$ cat src/rtl/blu_pkg.sv
package blu_pkg;

   localparam logic [6:0] OPC_BL_COND = 7'h14;
   localparam logic [6:0] OPC_BL_WIDE = 7'h15;
   localparam logic [6:0] OPC_BLX_IMM = 7'h16;
   localparam logic [6:0] OPC_BLX_REG = 7'h17;

   localparam int FL_V = 0;
   localparam int FL_C = 1;
   localparam int FL_Z = 2;
   localparam int FL_N = 3;

   typedef enum logic [3:0] {
      CC_EQ = 4'h0, CC_NE = 4'h1, CC_CS = 4'h2, CC_CC = 4'h3,
      CC_MI = 4'h4, CC_PL = 4'h5, CC_VS = 4'h6, CC_VC = 4'h7,
      CC_HI = 4'h8, CC_LS = 4'h9, CC_GE = 4'hA, CC_LT = 4'hB,
      CC_GT = 4'hC, CC_LE = 4'hD, CC_AL = 4'hE, CC_NV = 4'hF
   } cc_e;

   typedef struct packed {
      logic        mine;
      logic        conditional;
      logic [3:0]  cc;
      logic        rel_base;
      logic        reg_off;
      logic [31:0] imm;
   } dec_t;

endpackage

$ cat src/rtl/blu_decode.sv
module blu_decode
   import blu_pkg::*;
#(
   parameter int IDX_W = 5
) (
   input  logic [31:0]      instr,
   output dec_t             dec,
   output logic [IDX_W-1:0] base_idx,
   output logic [IDX_W-1:0] offs_idx
);
   logic [15:0] split_off;

   assign base_idx  = instr[16 +: IDX_W];
   assign offs_idx  = instr[21 +: IDX_W];
   assign split_off = {instr[31:21], instr[15:11]};

   always_comb begin
      dec             = '0;
      dec.cc          = instr[10:7];
      unique case (instr[6:0])
         OPC_BL_COND: begin
            dec.mine        = 1'b1;
            dec.conditional = 1'b1;
            dec.imm         = {{9{instr[31]}}, instr[31:11], 2'b00};
         end
         OPC_BL_WIDE: begin
            dec.mine        = ~instr[7];
            dec.imm         = {{8{instr[31]}}, instr[31:8]};
         end
         OPC_BLX_IMM: begin
            dec.mine        = 1'b1;
            dec.conditional = 1'b1;
            dec.rel_base    = 1'b1;
            dec.imm         = {{14{split_off[15]}}, split_off, 2'b00};
         end
         OPC_BLX_REG: begin
            dec.mine        = 1'b1;
            dec.conditional = 1'b1;
            dec.rel_base    = 1'b1;
            dec.reg_off     = 1'b1;
         end
         default: dec.mine = 1'b0;
      endcase
   end
endmodule

$ cat src/rtl/blu_cond.sv
module blu_cond
   import blu_pkg::*;
(
   input  logic [3:0] cc,
   input  logic [3:0] flags,
   output logic       pass
);
   logic n, z, c, v;
   assign n = flags[FL_N];
   assign z = flags[FL_Z];
   assign c = flags[FL_C];
   assign v = flags[FL_V];

   always_comb begin
      unique case (cc_e'(cc))
         CC_EQ: pass = z;
         CC_NE: pass = ~z;
         CC_CS: pass = c;
         CC_CC: pass = ~c;
         CC_MI: pass = n;
         CC_PL: pass = ~n;
         CC_VS: pass = v;
         CC_VC: pass = ~v;
         CC_HI: pass = c & ~z;
         CC_LS: pass = ~c | z;
         CC_GE: pass = (n == v);
         CC_LT: pass = (n != v);
         CC_GT: pass = ~z & (n == v);
         CC_LE: pass = z | (n != v);
         CC_AL: pass = 1'b1;
         default: pass = 1'b0;
      endcase
   end
endmodule

$ cat src/rtl/blu_target.sv
module blu_target
   import blu_pkg::*;
#(
   parameter int XLEN        = 32,
   parameter bit ALIGN_CHECK = 1'b1
) (
   input  logic [XLEN-1:0] pc,
   input  logic [XLEN-1:0] base_val,
   input  logic [XLEN-1:0] offs_val,
   input  dec_t            dec,
   output logic [XLEN-1:0] target,
   output logic            misaligned
);
   logic [XLEN-1:0] lhs, rhs;

   assign lhs    = dec.rel_base ? base_val : pc;
   assign rhs    = dec.reg_off  ? offs_val : dec.imm[XLEN-1:0];
   assign target = lhs + rhs;

   generate
      if (ALIGN_CHECK) begin : g_align
         assign misaligned = |target[1:0];
      end else begin : g_no_align
         assign misaligned = 1'b0;
      end
   endgenerate
endmodule

$ cat src/rtl/link_branch_unit.sv
module link_branch_unit
   import blu_pkg::*;
#(
   parameter int              XLEN        = 32,
   parameter int              IDX_W       = 5,
   parameter logic [XLEN-1:0] RESET_PC    = '0,
   parameter bit              ALIGN_CHECK = 1'b1
) (
   input  logic             clk,
   input  logic             rst,
   input  logic             in_valid,
   input  logic [31:0]      instr,
   input  logic [3:0]       flags,
   input  logic [XLEN-1:0]  base_rdata,
   input  logic [XLEN-1:0]  offs_rdata,
   output logic [IDX_W-1:0] base_idx,
   output logic [IDX_W-1:0] offs_idx,
   output logic             out_valid,
   output logic [XLEN-1:0]  pc,
   output logic             lr_we,
   output logic [XLEN-1:0]  lr_wdata,
   output logic             fault
);
   localparam logic [XLEN-1:0] STEP = XLEN'(4);

   generate
      if (XLEN != 32) begin : g_bad_xlen
         $error("link_branch_unit: XLEN must be 32 for this encoding");
      end
      if (IDX_W != 5) begin : g_bad_idx
         $error("link_branch_unit: IDX_W must be 5 for this encoding");
      end
   endgenerate

   dec_t            dec;
   logic            cond_ok, take, misaligned;
   logic [XLEN-1:0] target;

   blu_decode #(.IDX_W(IDX_W)) u_dec (
      .instr(instr), .dec(dec), .base_idx(base_idx), .offs_idx(offs_idx)
   );

   blu_cond u_cond (.cc(dec.cc), .flags(flags), .pass(cond_ok));

   blu_target #(.XLEN(XLEN), .ALIGN_CHECK(ALIGN_CHECK)) u_tgt (
      .pc(pc), .base_val(base_rdata), .offs_val(offs_rdata), .dec(dec),
      .target(target), .misaligned(misaligned)
   );

   assign take = ~dec.conditional | cond_ok;

   always_ff @(posedge clk) begin
      if (rst) begin
         pc        <= RESET_PC;
         out_valid <= 1'b0;
         lr_we     <= 1'b0;
         lr_wdata  <= '0;
         fault     <= 1'b0;
      end else begin
         out_valid <= 1'b0;
         lr_we     <= 1'b0;
         fault     <= 1'b0;
         if (in_valid && dec.mine) begin
            out_valid <= 1'b1;
            if (!take) begin
               pc <= pc + STEP;
            end else if (misaligned) begin
               fault <= 1'b1;
            end else begin
               pc       <= target;
               lr_we    <= 1'b1;
               lr_wdata <= pc + STEP;
            end
         end
      end
   end
endmodule

$ cat config.mk
export PLATFORM = sky130hd
export DESIGN_NAME = link_branch_unit
export DESIGN_NICKNAME = d
export VERILOG_FILES = /design/src/rtl/blu_pkg.sv /design/src/rtl/blu_decode.sv /design/src/rtl/blu_cond.sv /design/src/rtl/blu_target.sv /design/src/rtl/link_branch_unit.sv
export SDC_FILE = /design/constraint.sdc
export NUM_CORES = 1
export LEC_CHECK = 0
export ABC_AREA = 1
export BUFFER_PORTS_ARGS = -buffer_cell sky130_fd_sc_hd__buf_2
export CORE_MARGIN = 2
export CORE_UTILIZATION = 30
export DETAILED_ROUTE_END_ITERATION = 16
export PLACE_DENSITY = 0.6
export RECOVER_POWER = 100
export SLEW_MARGIN = 30
export SYNTH_ARGS = -nofsm -noshare
export SYNTH_HDL_FRONTEND = slang
export SYNTH_HIERARCHICAL = 1
export SYNTH_SLANG_ARGS = --single-unit
$ cat constraint.sdc
create_clock -name clk -period 3.46 [get_ports clk]
set_input_delay 0.519 -clock clk [delete_from_list [all_inputs] [get_ports clk]]
set_output_delay 0.519 -clock clk [all_outputs]
set_load 0.03 [all_outputs]
==> results.cfg <==
[yosys]
synth.cell_area_mm2 = 0.00768
synth_cell_type_count = 42
ys_ff_latch = 67
synth_top_cell_by_area = nand2_1
synth_top_area_share = 0.179
synth_area_leaders = nand2_1 (18%), dfxtp_1 (17%), mux2_2 (9.1%)
post_synth.cell_area_avg_um2 = 6.07
yosys_warnings = 6
synthCells = 1266
yosysSeqAreaShare = 0.175
synth_fp_nets = 1402

[timing]
rsz0062_at_grt = no
finClkSkew_ns = 0.00409
hold_viol_final = 0
setup_ws_ns = 0.249
hold_ws_ns = 0.401
max_freq_mhz = 311
slew_viol_final = 0
fin_crit_sh = 0.928
worst-slew-pin-transition_ns = 0.566
setup_viol = 0
fin_crit_ns = 3.21
maxSlewHeadroom = 0.623

[final_layout]
final_common_cell = nand2_1
final_util = 0.374
insertedDiodeCount = 0
drive_above_1_share = 0.207
syn_to_final_growth_pct = 22.6
final_cell_mix = nand2_1 (367), inv_1 (168), nand3_1 (131), buf_2 (102), nor2_1 (98)
fin_nets = 1608
filler_cell_count = 2804

[power]
power_mw = 1.95
max-vdd-ir-drop_uv = 222
power_leakage_nw = 5.10
p_per_area_mw_per_mm2 = 207

[routing]
first_iter_violations = 595
vias = 8527
ant_nets = 0
totalWireLength_um = 26600
wire_per_inst_um = 14.7
drtPass1Iterations = 5
drc_errors = 0
avgViaCountPerCell = 4.72

[place]
io_buffers = 179
place_congestion = 0.895
hpwl_um = 21900
place_ws_ns = -0.0144

[global_routing]
grt_max_degree = 65
grt.overflow.total = 0
grt_pass1_wl_um = 41600
grt_pass1_vias = 7980
antenna_found_initial = 0
grt_util_all_layers = 0.196

[setup_path]
worstPathArrival_ns = 3.47
cp_slowest_cell = fa_1
cp_top_family = buffers and inverters
crit_path_cell_trace = buf_2, inv_2, nand2_4, inv_1, nand3_1, nor3_2, buf_4, mux2_2, ha_1, fa_1, or2_4, a21oi_2, clkbuf_4, o21ai_0, a21oi_1
cp.required_ns = 3.71
worstSetupEndpointType = flip-flop
crit_buf_inv = 5
cp-start-kind = input pin
cpPeakStageDelay_ns = 0.49
critPathMaxFanout = 32
worstSetupPathType = in -> reg

[clock_network]
hold_buffers = 0
ctsHtreeMaxLevel = 3
cts_buffer_depth = 2
clkSlewWorstSetupHoldPaths_ns = 0.05
clock_latency_ns = 0.33
ctsResizeCount = 0
postCtsSetupRepairBufs = 0
cts_tree = built
numCtsBuffers = 9
clock_sinks = 67
cts_root_buffer = clkbuf_16

[floorplanning]
coreArea_mm2 = 0.0252
placementRows = 58
die_x_um = 164
initial_utilization = 0.305
ios = 180
dieArea_mm2 = 0.0269
die-height_um = 164

[hold_path]
worstHoldPathType = in -> reg

[status]
status = finished clean

[flow_run]
maxCapViolCount = 0
cell families after synthesis:
group	count (synthesis)	share of synthesized area
mux	63	0.0922
flops	67	0.175
fa+ha+maj	33	0.0547
simple gates	655	0.377
compound gates	174	0.125
buf+inv	243	0.140
xor+xnor	31	0.0373
worst reg2reg max path, delay by kind of cell (launching register included):
family                     cells  cell delay (ns)
buffers and inverters          1             0.35
DFF                            1             0.35
adders and majority gates      2             0.72
muxes                          1             0.28
AOI/OAI and AO/OA              3             0.46
and+or+nand+nor                1             0.29
where the power goes:
| part | internal, mW | switching (mW) | total [mW] |
|---|---|---|---|
| Combinational | 0.117 | 0.182 | 0.299 |
| Sequential | 0.782 | 0.0131 | 0.795 |
| Clock | 0.540 | 0.317 | 0.857 |
| Total | 1.44 | 0.512 | 1.95 |
synthesized netlist by cell type, drive strengths merged:
cell,instances
mux2i,1
a21boi,1
mux2,62
o21ai,63
and2,3
inv,175
nand3,133
nor2,115
xnor2,5
o211ai,1
dfxtp,67
clkbuf,15
nor3,9
fa,1
o21a,6
or2,2
o21bai,17
a21oi,80
clkinv,3
nand4,3
nand2,383
xor2,26
ha,32
buf,50
nand3b,7
a21o,4
a31oi,2
sequential cells by signal (all words and copies together), names as in the netlist:
| register | cells |
|---|---|
| fault | 1 |
| lr_wdata | 32 |
| lr_we | 1 |
| out_valid | 1 |
| pc | 32 |
per-stage QoR:
stage / setup TNS, ns / instances / cell area, um2
after floorplan: 0 / 1266 / 7690
after global placement: -0.00486 / 1791 / 9270
after detailed placement: -0.0470 / 1791 / 9270
after CTS: 0 / 1806 / 9550
after global routing: 0 / 1806 / 9420
final: 0 / 1806 / 9420
per-layer routing:
layer / up-vias / part of all wire / global-route usage / wire, um
met5: - / 0 / 0 / 0
met4: 0 / 0.0063 / 0.0255 / 169
met3: 14 / 0.052 / 0.0245 / 1390
met2: 228 / 0.49 / 0.356 / 13000
met1: 3859 / 0.45 / 0.254 / 12100
li1: 4426 / - / - / -
area by class of cell:
type,count,area [um2],share of cell area
timing repair buffer,260,1450,0.153
clock buffer,14,274,0.0291
tap,330,413,0.0438
clock inverter,1,7.51,0.000797
multi-input combinational,956,5270,0.560
sequential,67,1340,0.142
inverter,178,668,0.0709
worst paths after layout:
| kind | from | to | slack [ns] | cells past startpoint |
|---|---|---|---|---|
| worst max-delay path | instr[3] | pc[22] | 0.25 | 15 |
| worst min-delay path | rst | out_valid | 0.40 | 2 |
| worst max register to register | pc[0] | pc[22] | 0.94 | 8 |
| worst min register to register | lr_wdata[5] | lr_wdata[5] | 0.52 | 2 |
(Power assumes the default switching activity.)
